--- config.mk ---
export PLATFORM = sky130hd
export DESIGN_NAME = pipe_hazard_unit
export DESIGN_NICKNAME = d
export VERILOG_FILES = /design/src/rtl/hz_pkg.sv /design/src/rtl/hz_src_resolve.sv /design/src/rtl/hz_branch_ctl.sv /design/src/rtl/hz_stall_counter.sv /design/src/rtl/pipe_hazard_unit.sv
export SDC_FILE = /design/constraint.sdc
export NUM_CORES = 1
export LEC_CHECK = 0
export ABC_AREA = 1
export BUFFER_PORTS_ARGS = -buffer_cell sky130_fd_sc_hd__buf_2
export CORE_MARGIN = 2
export CORE_UTILIZATION = 40
export CTS_BUF_LIST = sky130_fd_sc_hd__clkbuf_4 sky130_fd_sc_hd__clkbuf_8
export CTS_CLUSTER_DIAMETER = 100
export DETAILED_ROUTE_END_ITERATION = 16
export GPL_TIMING_DRIVEN = 1
export PLACE_DENSITY = 0.81
export SYNTH_ARGS = -nofsm -noshare
export SYNTH_HDL_FRONTEND = slang
export SYNTH_SLANG_ARGS = --single-unit
--- constraint.sdc ---
create_clock -name clk -period 5.4 [get_ports clk]
set_clock_uncertainty 0.05 [all_clocks]
set_input_delay 1.08 -clock clk [delete_from_list [all_inputs] [get_ports clk]]
set_output_delay 1.08 -clock clk [all_outputs]
set_load 0.005 [all_outputs]
--- src/rtl/hz_pkg.sv ---
`timescale 1ns/1ps
// hz_pkg: shared encodings for the hazard controller.
// Assumes byte addressing with 4-byte instructions.
package hz_pkg;
    typedef enum logic [1:0] {
        OPSEL_REGFILE = 2'd0,
        OPSEL_RESBUF  = 2'd1,
        OPSEL_LOADBUS = 2'd2
    } opsel_e;

    localparam int unsigned PC_STEP = 4;
endpackage

--- src/rtl/hz_src_resolve.sv ---
`timescale 1ns/1ps
// hz_src_resolve: decides the bypass source for one operand-fetch source.
// Assumes the register file writes through, so an ALU producer in the
// write stage needs no bypass. Register 0 is never a hazard source.
module hz_src_resolve
    import hz_pkg::*;
#(
    parameter int REG_W = 5
) (
    input  logic [REG_W-1:0] src,
    input  logic             x_valid,
    input  logic             x_wr,
    input  logic             x_load,
    input  logic [REG_W-1:0] x_rd,
    input  logic             w_valid,
    input  logic             w_wr,
    input  logic             w_load,
    input  logic [REG_W-1:0] w_rd,
    output opsel_e           sel,
    output logic             load_hazard
);
    logic src_live;
    logic x_hit;
    logic w_hit;

    // Match the source against the two older in-flight destinations.
    always_comb begin
        src_live = (src != '0);
        x_hit    = src_live && x_valid && x_wr && (x_rd == src);
        w_hit    = src_live && w_valid && w_wr && w_load && (w_rd == src);
    end

    // The youngest producer (execute) takes precedence over write.
    always_comb begin
        sel         = OPSEL_REGFILE;
        load_hazard = 1'b0;
        if (x_hit) begin
            if (x_load) load_hazard = 1'b1;
            else        sel         = OPSEL_RESBUF;
        end else if (w_hit) begin
            sel = OPSEL_LOADBUS;
        end
    end
endmodule

--- src/rtl/hz_branch_ctl.sv ---
`timescale 1ns/1ps
// hz_branch_ctl: freezes fetch while a branch is in flight and picks
// the next fetch address. Assumes branches resolve in execute and that
// the address in execute is the branch's own address.
module hz_branch_ctl
    import hz_pkg::*;
#(
    parameter int PC_W = 32
) (
    input  logic            d_valid,
    input  logic            d_branch,
    input  logic            o_valid,
    input  logic            o_branch,
    input  logic            x_valid,
    input  logic            x_branch,
    input  logic            x_taken,
    input  logic [PC_W-1:0] x_pc,
    input  logic [PC_W-1:0] x_target,
    input  logic [PC_W-1:0] pc_cur,
    input  logic            hold_front,
    output logic            kill_fd,
    output logic            fetch_block,
    output logic [PC_W-1:0] pc_next
);
    localparam logic [PC_W-1:0] STEP = PC_W'(PC_STEP);

    logic br_early;
    logic br_resolve;

    // Locate a branch in decode, operand fetch or execute.
    always_comb begin
        br_early    = (d_valid && d_branch) || (o_valid && o_branch);
        br_resolve  = x_valid && x_branch;
        fetch_block = br_early || br_resolve;
        kill_fd     = fetch_block;
    end

    // Next fetch address: redirect first, then freeze, then sequential.
    always_comb begin
        if (br_resolve)
            pc_next = x_taken ? x_target : (x_pc + STEP);
        else if (br_early || hold_front)
            pc_next = pc_cur;
        else
            pc_next = pc_cur + STEP;
    end
endmodule

--- src/rtl/hz_stall_counter.sv ---
`timescale 1ns/1ps
// hz_stall_counter: saturating count of stall cycles.
// Assumes one increment request per cycle at most.
module hz_stall_counter #(
    parameter int CNT_W = 8
) (
    input  logic             clk,
    input  logic             rst_n,
    input  logic             inc,
    output logic [CNT_W-1:0] count
);
    localparam logic [CNT_W-1:0] CNT_MAX = '1;

    // Count up on each stall cycle and stop at the top value.
    always_ff @(posedge clk) begin
        if (!rst_n)                        count <= '0;
        else if (inc && (count != CNT_MAX)) count <= count + 1'b1;
    end
endmodule

--- src/rtl/pipe_hazard_unit.sv ---
`timescale 1ns/1ps
// pipe_hazard_unit: operand bypass selection, load-use stall and branch
// fetch control for a five-stage in-order pipeline. The stage records
// are the outputs of the datapath's inter-stage latches. Selects are
// registered into the execute stage alongside the operand latch.
module pipe_hazard_unit
    import hz_pkg::*;
#(
    parameter int REG_W = 5,
    parameter int NSRC  = 2,
    parameter int PC_W  = 32,
    parameter int CNT_W = 8
) (
    input  logic                       clk,
    input  logic                       rst_n,
    input  logic [PC_W-1:0]            pc_cur,
    input  logic                       d_valid,
    input  logic                       d_branch,
    input  logic                       o_valid,
    input  logic                       o_branch,
    input  logic [NSRC-1:0][REG_W-1:0] o_src,
    input  logic                       x_valid,
    input  logic                       x_wr,
    input  logic                       x_load,
    input  logic [REG_W-1:0]           x_rd,
    input  logic                       x_branch,
    input  logic                       x_taken,
    input  logic [PC_W-1:0]            x_pc,
    input  logic [PC_W-1:0]            x_target,
    input  logic                       w_valid,
    input  logic                       w_wr,
    input  logic                       w_load,
    input  logic [REG_W-1:0]           w_rd,
    output logic [NSRC-1:0][1:0]       sel_x,
    output logic                       hold_front,
    output logic                       bubble_x,
    output logic                       kill_fd,
    output logic [PC_W-1:0]            pc_next,
    output logic [CNT_W-1:0]           stall_cnt
);
    opsel_e          sel_now [NSRC];
    opsel_e          sel_q   [NSRC];
    logic [NSRC-1:0] src_stall;
    logic            load_use;
    logic            fetch_block;

    // One resolver per operand source.
    for (genvar g = 0; g < NSRC; g++) begin : g_src
        hz_src_resolve #(.REG_W(REG_W)) u_res (
            .src         (o_src[g]),
            .x_valid     (x_valid),
            .x_wr        (x_wr),
            .x_load      (x_load),
            .x_rd        (x_rd),
            .w_valid     (w_valid),
            .w_wr        (w_wr),
            .w_load      (w_load),
            .w_rd        (w_rd),
            .sel         (sel_now[g]),
            .load_hazard (src_stall[g])
        );
        assign sel_x[g] = sel_q[g];
    end

    // A load-use hit holds the front end and bubbles execute.
    always_comb begin
        load_use   = o_valid && (|src_stall);
        hold_front = load_use;
        bubble_x   = load_use;
    end

    // Register the selects for the instruction that enters execute.
    always_ff @(posedge clk) begin
        for (int i = 0; i < NSRC; i++) begin
            if (!rst_n)
                sel_q[i] <= OPSEL_REGFILE;
            else if (o_valid && !load_use)
                sel_q[i] <= sel_now[i];
            else
                sel_q[i] <= OPSEL_REGFILE;
        end
    end

    hz_branch_ctl #(.PC_W(PC_W)) u_br (
        .d_valid     (d_valid),
        .d_branch    (d_branch),
        .o_valid     (o_valid),
        .o_branch    (o_branch),
        .x_valid     (x_valid),
        .x_branch    (x_branch),
        .x_taken     (x_taken),
        .x_pc        (x_pc),
        .x_target    (x_target),
        .pc_cur      (pc_cur),
        .hold_front  (hold_front),
        .kill_fd     (kill_fd),
        .fetch_block (fetch_block),
        .pc_next     (pc_next)
    );

    hz_stall_counter #(.CNT_W(CNT_W)) u_cnt (
        .clk   (clk),
        .rst_n (rst_n),
        .inc   (load_use || fetch_block),
        .count (stall_cnt)
    );
endmodule

== Yosys cells after proc, flatten, opt, wreduce, memory -nomap -nowiden ==
Memory sizes are Yosys's and may differ from the RTL's.
Index checks and enable logic that the tools add are counted.
Cells by class
  bitwise gates (word level): 4
  div/mod/pow operators: 0
  reductions and logical operators: 28
  mux-type cells: 22
  shift operators: 0
  order comparisons: 0
  equality and inequality tests: 5
  add/sub/neg operators: 3
  $mul: 0
Operators with widths (number)
  2-to-1 mux 32 bit: 3
  adder 32 x 3 -> 32 bit (second input constant): 2
  equality test 5 bit: 4
  logical AND 1 bit: 20
  2-to-1 mux 2 bit: 8
  2-to-1 mux 1 bit: 11
  nonzero test 5 bit: 2
  adder 8 x 1 -> 8 bit (second input constant): 1
  != test 8 bit (second input constant): 1
  logical OR 1 bit: 4
  bitwise OR 1 bit: 4
  OR reduction 2 bit: 1
  zero test 1 bit: 1
Storage, ports and cells
  memory bits (read-only): 0
  logic and storage cells: 64
  register bits: 8
  bits in writable memories: 4
  latch bits: 0
  memories: 1
Memory list
  sel_q: words 2, bits a word 2, rd ports 2, clocked after Yosys merged registers in 0, write ports 2, line pipe_hazard_unit.sv:42  | opsel_e sel_q [NSRC];

== Logic depth before layout (Yosys ltp) ==
Gate-level depths: netlist of run 1.
  depth in word-level cells: 14
  gate-level depth with buffers: 14

== By module ==
Synthesis of run 1 repeated with hierarchy kept, for this count alone.
Unflattened totals
  cell total of the unflattened synthesis: 746
  area total of the unflattened synthesis: 3659.8 um^2
By module, submodules not included
  hz_branch_ctl: cells an instance 519, times used 1, seq. area each 0.0 um^2, area an instance 2406.1 um^2
  hz_src_resolve: cells an instance 65, times used 2, seq. area each 0.0 um^2, area an instance 280.3 um^2
  hz_stall_counter: cells an instance 76, times used 1, seq. area each 160.2 um^2, area an instance 496.7 um^2
  pipe_hazard_unit: cells an instance 21, times used 1, seq. area each 120.1 um^2, area an instance 196.4 um^2

== Worst setup path after synthesis of run 1 ==
OpenSTA, ideal clock, no wires.
  path kind: input port to output port
  start point: input port pc_cur[2]
  end point: output port pc_next[30]
  data arrival time: 2.219 ns
  setup slack: 2.051 ns
  stages on the path: 12
  cells stage by stage: ha_1 -> nand2_1 -> nand3b_1 -> nor2_2 -> nand2_2 -> nor2_4 -> nand2_2 -> nor2_2 -> nand2_1 -> nand2_1 -> nand3_1 -> nand2_1
On the way
  longest elaborated chain between the ends: 3
RTL lines
  from (decl): line pipe_hazard_unit.sv:16  | input logic [PC_W-1:0] pc_cur,
  adder 32 x 3 -> 32 bit: line hz_branch_ctl.sv:45  | pc_next = pc_cur + STEP;
  2-to-1 mux 32 bit: line hz_branch_ctl.sv:42  | else if (br_early || hold_front)
  2-to-1 mux 32 bit: line hz_branch_ctl.sv:40  | if (br_resolve)
  to (decl): line pipe_hazard_unit.sv:38  | output logic [PC_W-1:0] pc_next,
Every way passes these cells.

== Worst setup path after layout of run 1 ==
  start point: input port o_src[2] (netlist bit)
  end point: output port pc_next[10]
On the way
  longest elaborated chain between the ends: 10
RTL lines
  from (decl): line pipe_hazard_unit.sv:21  | input logic [NSRC-1:0][REG_W-1:0] o_src,
  nonzero test 5 bit: line hz_src_resolve.sv:28  | src_live = (src != '0);
  logical AND 1 bit (2 in a row): line hz_src_resolve.sv:29  | x_hit = src_live && x_valid && x_wr && (x_rd == src);
  logical AND 1 bit (*): line hz_src_resolve.sv:29
  2-to-1 mux 1 bit (*): line hz_src_resolve.sv:37  | if (x_hit) begin
  OR reduction 2 bit (*): line pipe_hazard_unit.sv:67  | load_use = o_valid && (|src_stall);
  logical AND 1 bit (*): line pipe_hazard_unit.sv:67
  logical OR 1 bit (*): line hz_branch_ctl.sv:42
  2-to-1 mux 32 bit (*): line hz_branch_ctl.sv:42
  2-to-1 mux 32 bit (*): line hz_branch_ctl.sv:40
Every way passes the cells marked *; elsewhere a longest branch is shown, timed or not.

==> out/qor.yml, run 1 <==
critical_path.endpoint_type: "primary output"
cts_htree_levels: 1
grt_remaining_overflow: 0
syn-mean-instance-area_um2: 4.96
r2r_setup_slack_ns: 3.66
detailedRoute.firstPassIterationCount: 4
timing.rr.start: "u_cnt.count[0]"
synth.distinct_cells: 40
ctsHoldBuffers: 0
maxCapViolCount: 0
clk_transition_reported_paths_ns: 0.05
avgRoutedWirePerCell_um: 12.7
post_route_cells_drive_above_1_share: 0.256
final_instance_count_without_filler_cells: 960
die_h_um: 96.6
worst_slew_margin_rel: 0.533
dp_hpwl_um: 10100
fmax_ghz: 0.251
cp_data_required_time_ns: 4.27
critical_path.reg2reg.endpoint: "u_cnt.count[3]"
finalSetupViolCount: 0
sequential_cell_area_fraction_in_the_yosys_report: 0.0817
maximum_number_of_pins_on_one_net_before_global_route_repair: 62
worst_slew_pin_slew_ns: 0.700
irDropWorstVdd_mv: 0.0751
post_synth_instance_area_um2: 3430
post-route-drc-count: 0
globalplace.congestion: 0.998
die_ar_um2: 9330
cts_tree: "yes"
drt.antenna.violating_nets: 0
setup_crit_start: "o_src[2]"
floorplan.rows: 33
cts_max_path_buffers: 2
r2r.worst_path.cells: 8
timing.critical_path.slowest_stage_cell: "sky130_fd_sc_hd__nand3_4"
filler_cell_count: 936
crit_chain: "buf_2 -> inv_1 -> nand2_1 -> nand2_1 -> nand2_1 -> nor2_1 -> nand2_1 -> nand2_2 -> nand3_4 -> nand3_1 -> nand3_1 -> nand2_1 -> buf_2"
dp.cells: 956
clock_sinks: 12
clk-insertion-delay-late_ns: 0.23
cellPowerDensity_nw_per_um2: 99.2
final_period_minus_worst_setup_slack_ns: 3.99
dominantRegCellSynth: "sky130_fd_sc_hd__dfxtp_1"
path_depth: 13
vias_per_cell: 5.09
syn-instance-count: 692
fp.dieW_um: 96.6
num_antenna_cells: 0
yosys_warnings: 0
crit_buf_inv: 3
setup_tns_ns: 0
min_path_type: "reg2reg"
endpoint: "pc_next[10]"
cts_resized: 0
path_delay_family: "simple AND/OR/NAND/NOR gates"
asr_flop_ratio_synth: 0
number_of_antenna_violations_at_the_first_check_in_global_routing: 0
commonest_cells_after_routing_fill_and_taps_aside: "sky130_fd_sc_hd__nand2_1 (208), sky130_fd_sc_hd__buf_2 (176), sky130_fd_sc_hd__nor2_1 (115), sky130_fd_sc_hd__nand3_1 (94), sky130_fd_sc_hd__inv_1 (79)"
ys_ff_latch: 12
nNetsFinal: 989
postRouteWirelength_um: 12100
crit_type: "in2out"
post-cts-setup-buffer-count: 0
critical_path.max_fanout: 61
critPathLaunchType: "input port"
grt_first_pass_wirelength_um: 20000
layout-area-overhead-vs-synth_pct: 28.4
timing.critical_path.slowest_cell_delay_ns: 0.47
crit_path_frequent_cell: "sky130_fd_sc_hd__nand2_1"
cts_buffers: 3
power.leakage_nw: 2.42
core_region_area_um2: 8260
io_pins: 177
critPathArrivalTime_ns: 2.86
drt_first_iter_violations: 343
rsz_0062_raised_after_global_routing: "false"
timing.final.crit_share: 0.738
first_global_vias: 4341
synth_edf_count: 4
status: "complete, no violations"
finalHoldViolCount: 0
numPortBuffers: 176
finalMaxSlewViolations: 0
groute.usage.overall: 0.249
floorplan.initialDensity: 0.415
cts_root_buffer: "sky130_fd_sc_hd__clkbuf_8"
layout_commonest_cell: "sky130_fd_sc_hd__nand2_1"
totalPowerFinal_mw: 0.437
vias: 4891
synthesized netlist by cell type (2+ instances only):
cell type	instances	share of area
sky130_fd_sc_hd__nand2_1	209	0.23
sky130_fd_sc_hd__nor2_1	115	0.13
sky130_fd_sc_hd__nand3_1	94	0.14
sky130_fd_sc_hd__inv_1	79	0.086
sky130_fd_sc_hd__nor3_1	26	0.038
sky130_fd_sc_hd__o21ai_0	21	0.031
sky130_fd_sc_hd__nand4_1	17	0.031
sky130_fd_sc_hd__a21oi_1	14	0.020
sky130_fd_sc_hd__xor2_1	14	0.036
sky130_fd_sc_hd__dfxtp_1	8	0.047
sky130_fd_sc_hd__buf_2	7	0.010
sky130_fd_sc_hd__inv_2	7	0.0077
sky130_fd_sc_hd__nand2_2	7	0.013
sky130_fd_sc_hd__nor2_2	7	0.013
sky130_fd_sc_hd__clkbuf_1	6	0.0066
sky130_fd_sc_hd__nand3b_1	5	0.011
sky130_fd_sc_hd__nor2_4	5	0.016
sky130_fd_sc_hd__o22ai_1	5	0.0091
sky130_fd_sc_hd__xnor2_1	5	0.013
sky130_fd_sc_hd__buf_1	4	0.0044
sky130_fd_sc_hd__edfxtp_1	4	0.035
sky130_fd_sc_hd__or2_2	4	0.0073
sky130_fd_sc_hd__buf_4	3	0.0066
sky130_fd_sc_hd__ha_1	3	0.011
sky130_fd_sc_hd__o211ai_1	3	0.0066
sky130_fd_sc_hd__a221oi_1	2	0.0051
sky130_fd_sc_hd__nand2_4	2	0.0066
sky130_fd_sc_hd__nand3_2	2	0.0058
sky130_fd_sc_hd__nor3_2	2	0.0058
sky130_fd_sc_hd__o21ai_1	2	0.0029
worst min-delay path, delay by kind of cell, from the launching register on:
family	cells	cell delay (ns)
simple gates	1	0.05
compound gates	1	0.11
flops	1	0.33
cell families (layout without fill, tap and decap cells):
logic type,count (synthesis),count (layout),share of synthesized area
buffers and inverters,108,268,0.126
adders and majority gates,3,3,0.0109
and+or+nand+nor,499,499,0.650
other,1,4,0.00109
AOI/OAI and AO/OA,50,50,0.0817
DFF,12,12,0.0817
xor gates and xnor gates,19,19,0.0485
metal layers:
| metal | vias up | track usage | wire length (um) |
|---|---|---|---|
| li1 | 2546 | - | - |
| met2 | 197 | 0.405 | 5320 |
| met1 | 2123 | 0.357 | 5650 |
| met4 | 0 | 0.0726 | 337 |
| met5 | - | 0 | 0 |
| met3 | 25 | 0.0116 | 846 |
worst min path at each step:
stage / start / endpoint / cells past startpoint
2_1_floorplan: u_cnt.count[7] / u_cnt.count[7] / 2
3_3_place_gp: u_cnt.count[1] / u_cnt.count[1] / 2
3_5_place_dp: u_cnt.count[1] / u_cnt.count[1] / 2
4_1_cts: u_cnt.count[1] / u_cnt.count[1] / 2
5_1_grt: u_cnt.count[1] / u_cnt.count[1] / 2
6_report: u_cnt.count[1] / u_cnt.count[1] / 2
power by group:
part	leakage (nW)	switching [mW]	internal, mW
sequential	0.103	0.00298	0.0970
combinational	2.29	0.149	0.100
clock	0.0262	0.0309	0.0569
total	2.42	0.183	0.254
layout make-up:
cell class	instances	area, um^2	area share
Multi-Input combinational cell	575	2730	0.620
Timing Repair Buffer	177	888	0.202
Inverter	87	327	0.0741
Sequential cell	12	280	0.0636
Tap cell	105	131	0.0298
Clock buffer	4	48.8	0.0111
through the flow:
step | util | instance area (um^2) | hold slack [ns] | worst slack, ns
final | 0.534 | 4410 | 0.486 | 1.41
after global routing | 0.534 | 4410 | 0.528 | 1.19
after CTS | 0.534 | 4410 | 0.485 | 1.46
after detailed placement | 0.528 | 4360 | 0.478 | 1.46
after global placement | 0.528 | 4360 | 0.473 | 1.46
after floorplan | - | 3440 | 0.468 | 2.05
sequential cells by signal, summed over array words and instances, names as in the netlist:
name and cells:
sel_q 4, u_cnt.count 8
No activity file was read; power rests on OpenSTA's default activity.
==> inputs of run 2 (changes only) <==
--- a/config.mk
+++ b/config.mk
@@ -5,7 +5,7 @@
 export SDC_FILE = /design/constraint.sdc
 export NUM_CORES = 1
 export LEC_CHECK = 0
-export ABC_AREA = 1
+export ABC_AREA = 0
 export BUFFER_PORTS_ARGS = -buffer_cell sky130_fd_sc_hd__buf_2
 export CORE_MARGIN = 2
 export CORE_UTILIZATION = 40
@@ -13,7 +13,7 @@
 export CTS_CLUSTER_DIAMETER = 100
 export DETAILED_ROUTE_END_ITERATION = 16
 export GPL_TIMING_DRIVEN = 1
-export PLACE_DENSITY = 0.81
+export PLACE_DENSITY = 0.84
 export SYNTH_ARGS = -nofsm -noshare
 export SYNTH_HDL_FRONTEND = slang
 export SYNTH_SLANG_ARGS = --single-unit
==> constraint.sdc (replaced) <==
create_clock -name clk -period 3.95 [get_ports clk]
set_clock_uncertainty 0.05 [all_clocks]
set_input_delay 0.79 -clock clk [delete_from_list [all_inputs] [get_ports clk]]
set_output_delay 0.79 -clock clk [all_outputs]
set_load 0.005 [all_outputs]
==> run 2 against run 1 <==
Flip-flop and latch count did not move; total power rose by 35%; routed wire length fell by 7.9%; sequential share of layout area rose by 0.60 points; die area fell by 13%; setup slack got worse by 1.3 ns; clock power rose by 57%; combinational power rose by 26%; critical endpoint is now pc_next[21]; highest routed layer unchanged.
==> out/qor.yml, run 2 <==
ctsHoldBuffers: 0  # unchanged
core_region_area_um2: 7210  # was 8260 um^2
finalSetupViolCount: 0  # unchanged
timing.rr.start: "u_cnt.count[2]"  # was u_cnt.count[0]
dominantRegCellSynth: "sky130_fd_sc_hd__dfxtp_1"  # unchanged
drt.antenna.violating_nets: 0  # unchanged
post-cts-setup-buffer-count: 0  # unchanged
sequential_cell_area_fraction_in_the_yosys_report: 0.0946  # was 0.0817
hold_path_startpoint: "u_cnt.count[4]"  # was u_cnt.count[1]
synth_edf_count: 4  # unchanged
cellPowerDensity_nw_per_um2: 146  # was 99.2 nW/um^2
biggestRegsByFlops: "u_cnt.count x8, sel_q x4"  # unchanged
synth_area_leader_cell: "sky130_fd_sc_hd__xnor2_1"  # was sky130_fd_sc_hd__nand2_1
p_sw_mw: 0.226  # was 0.183 mW
clk-insertion-delay-late_ns: 0.25  # was 0.23 ns
maxCapViolCount: 0  # unchanged
rsz_0062_raised_after_global_routing: "false"  # unchanged
place_area_um2: 3970  # was 4360 um^2
layout-area-overhead-vs-synth_pct: 35.9  # was 28.4%
io_pins: 177  # unchanged
worstHoldEndpoint: "u_cnt.count[4]"  # was u_cnt.count[1]
pwr-share-comb: 0.532  # was 0.571
cts_max_path_buffers: 2  # unchanged
numPortBuffers: 176  # unchanged
cts_tree: "yes"  # unchanged
number_of_antenna_violations_at_the_first_check_in_global_routing: 0  # unchanged
vias_per_cell: 5.87  # was 5.09
hold_depth: 2  # unchanged
setup_tns_ns: 0  # unchanged
critical_path.reg2reg.endpoint: "u_cnt.count[0]"  # was u_cnt.count[3]
finalHoldViolCount: 0  # unchanged
postRouteWirelength_um: 11200  # was 12100 um
irDropWorstVdd_mv: 0.151  # was 0.0751 mV
pwr-share-clk: 0.235  # was 0.201
yosys_warnings: 0  # unchanged
critPathLaunchType: "input port"  # unchanged
multiInputGateArea_um2: 2490  # was 2730 um^2
clock_sinks: 12  # unchanged
min_path_type: "reg2reg"  # unchanged
drt_first_iter_violations: 300  # was 343
syn-instance-count: 452  # was 692
status: "complete, no violations"  # unchanged
layout_commonest_cell: "sky130_fd_sc_hd__buf_2"  # was sky130_fd_sc_hd__nand2_1
post_synth_instance_area_um2: 2960  # was 3430 um^2
num_antenna_cells: 0  # unchanged
grt_first_pass_wirelength_um: 17800  # was 20000 um
setup_crit_start: "o_src[6]"  # was o_src[2]
synth.area.top_cells: "sky130_fd_sc_hd__xnor2_1 (8.6%), sky130_fd_sc_hd__nand3_1 (7.8%), sky130_fd_sc_hd__nand2_1 (5.8%)"  # was sky130_fd_sc_hd__nand2_1 (23%), sky130_fd_sc_hd__nand3_1 (14%), sky130_fd_sc_hd__nor2_1 (13%)
cp_data_required_time_ns: 3.11  # was 4.27 ns
ys_ff_latch: 12  # unchanged
avgRoutedWirePerCell_um: 15.5  # was 12.7 um
cts_root_buffer: "sky130_fd_sc_hd__clkbuf_8"  # unchanged
critPathArrivalTime_ns: 3.00  # was 2.86 ns
top_reg_by_flops: "u_cnt.count"  # unchanged
groute.usage.overall: 0.257  # was 0.249
r2r.worst_path.cells: 6  # was 8
power_report.internal_total_mw: 0.362  # was 0.254 mW
post-route-drc-count: 0  # unchanged
area_share_of_the_largest_cell_type_after_synthesis: 0.0857  # was 0.229
largest_reg_flops: 8  # unchanged
floorplan.initialDensity: 0.411  # was 0.415
power.leakage_nw: 1.72  # was 2.42 nW
r2r_setup_slack_ns: 2.20  # was 3.66 ns
nNetsFinal: 757  # was 989
final_period_minus_worst_setup_slack_ns: 3.84
grt_remaining_overflow: 0  # unchanged
die_ar_um2: 8110  # was 9330 um^2
power.switching_fraction: 0.384  # was 0.419
final-seq-area_um2: 280  # unchanged
first_global_vias: 3762  # was 4341
finalMaxSlewViolations: 0  # unchanged
seq_power_share: 0.233  # was 0.229
detailedRoute.firstPassIterationCount: 5  # was 4
fp.dieW_um: 90.1  # was 96.6 um
globalplace.congestion: 0.957  # was 0.998
final_core_util: 0.558  # was 0.534
synth.distinct_cells: 49  # was 40
layout_cell_area_excl_fill_um2: 4030  # was 4410 um^2
timing.final.crit_share: 0.973
cts_htree_levels: 1  # unchanged
asr_flop_ratio_synth: 0  # unchanged
vias: 4237  # was 4891
worst_slew_margin_rel: 0.549  # was 0.533
crit_type: "in2out"  # unchanged
critical_path.endpoint_type: "primary output"  # unchanged
maximum_number_of_pins_on_one_net_before_global_route_repair: 36  # was 62
worst_slew_pin_slew_ns: 0.676  # was 0.700 ns
cts_buffers: 3  # unchanged
critical_path.max_fanout: 35  # was 61
floorplan.rows: 31  # was 33
dp_hpwl_um: 9210  # was 10100 um
holdWs_ns: 0.429  # was 0.486 ns
die_h_um: 90.1  # was 96.6 um
post_route_cells_drive_above_1_share: 0.327  # was 0.256
post_synth_most_frequent_cells: "sky130_fd_sc_hd__nand2_1 (46), sky130_fd_sc_hd__nand3_1 (46), sky130_fd_sc_hd__xnor2_1 (29), sky130_fd_sc_hd__nor2_1 (25), sky130_fd_sc_hd__nor3_1 (25)"  # was sky130_fd_sc_hd__nand2_1 (209), sky130_fd_sc_hd__nor2_1 (115), sky130_fd_sc_hd__nand3_1 (94), sky130_fd_sc_hd__inv_1 (79), sky130_fd_sc_hd__nor3_1 (26)
filler_cell_count: 743  # was 936
syn-mean-instance-area_um2: 6.56  # was 4.96 um^2
cts_resized: 0  # unchanged
clk_transition_reported_paths_ns: 0.06  # was 0.05 ns
commonest_cells_after_routing_fill_and_taps_aside: "sky130_fd_sc_hd__buf_2 (176), sky130_fd_sc_hd__nand2_1 (46), sky130_fd_sc_hd__nand3_1 (46), sky130_fd_sc_hd__xnor2_1 (29)"  # was sky130_fd_sc_hd__nand2_1 (208), sky130_fd_sc_hd__buf_2 (176), sky130_fd_sc_hd__nor2_1 (115), sky130_fd_sc_hd__nand3_1 (94), sky130_fd_sc_hd__inv_1 (79)
fmax_ghz: 0.260
==> run 2: cell count changes after synthesis, moves of 15 or more <==
cell	change
sky130_fd_sc_hd__xnor2_1	+24
sky130_fd_sc_hd__or4_1	+15
sky130_fd_sc_hd__nand2_1	-163
sky130_fd_sc_hd__nand3_1	-48
sky130_fd_sc_hd__nor2_1	-90
sky130_fd_sc_hd__a31oi_1	+20
sky130_fd_sc_hd__inv_1	-65
==> run 2: cell type report <==
class	count	share of cell area
multi-input combinational	400	0.619
timing repair buffer	192	0.252
sequential	12	0.0696
tap	99	0.0308
inverter	15	0.0152
clock buffer	4	0.0137
==> run 2: power by group through the flow <==
stage          registers, mW  logic [mW]  clock network, mW
2_1_floorplan          0.139       0.143                  0
3_3_place_gp           0.139       0.305                  0
4_1_cts                0.137       0.310              0.142
6_report               0.137       0.313              0.138
5_1_grt                0.137       0.343              0.146
3_5_place_dp           0.139       0.309                  0
==> run 2: cell families (layout without fill, tap and decap cells) <==
family                   after synthesis  count (layout)  synth area share
AO/OA/AOI/OAI                        113             113             0.260
XOR/XNOR                              45              45             0.133
adder cells (fa/ha/maj)                3               3            0.0127
buffers and inverters                 43             211            0.0680
flip-flops                            12              12            0.0946
multiplexers                           8               8            0.0279
other                                  1               4           0.00127
AND/OR/NAND/NOR                      227             227             0.403
==> run 2: how the worst max path moves through the flow <==
stage | end | depth (start not counted)
2_1_floorplan | pc_next[14] | 9
3_3_place_gp | pc_next[21] | 9
3_5_place_dp | pc_next[21] | 9
4_1_cts | pc_next[21] | 9
5_1_grt | pc_next[21] | 10
6_report | pc_next[21] | 9
==> run 2: worst max-delay path, stage by stage <==
cell                       delay [ns]
sky130_fd_sc_hd__buf_2           0.13
sky130_fd_sc_hd__a221o_1         0.34
sky130_fd_sc_hd__or4_4           0.52
sky130_fd_sc_hd__a21o_1          0.25
sky130_fd_sc_hd__inv_6           0.21
sky130_fd_sc_hd__buf_12          0.17
sky130_fd_sc_hd__o31ai_1         0.08
sky130_fd_sc_hd__a211oi_1        0.32
sky130_fd_sc_hd__buf_2           0.19
==> run 2: through the flow <==
| stage | power [mW] | setup slack, ns | std cells |
|---|---|---|---|
| finish | 0.588 | 0.107 | 722 |
| detailed placement | 0.448 | 0.0647 | 718 |
| floorplan | 0.282 | 0.459 | 455 |
| global placement | 0.444 | 0.106 | 718 |
| global route | 0.627 | 0.00917 | 722 |
| CTS | 0.589 | 0.0619 | 722 |
==> run 2: layer usage <==
layer / global-route usage / vias to the layer above / wire length (um)
met5: 0 / - / 0
met4: 0.0615 / 0 / 214
met3: 0.0268 / 24 / 842
met2: 0.463 / 214 / 5480
met1: 0.328 / 1927 / 4650
li1: - / 2072 / -
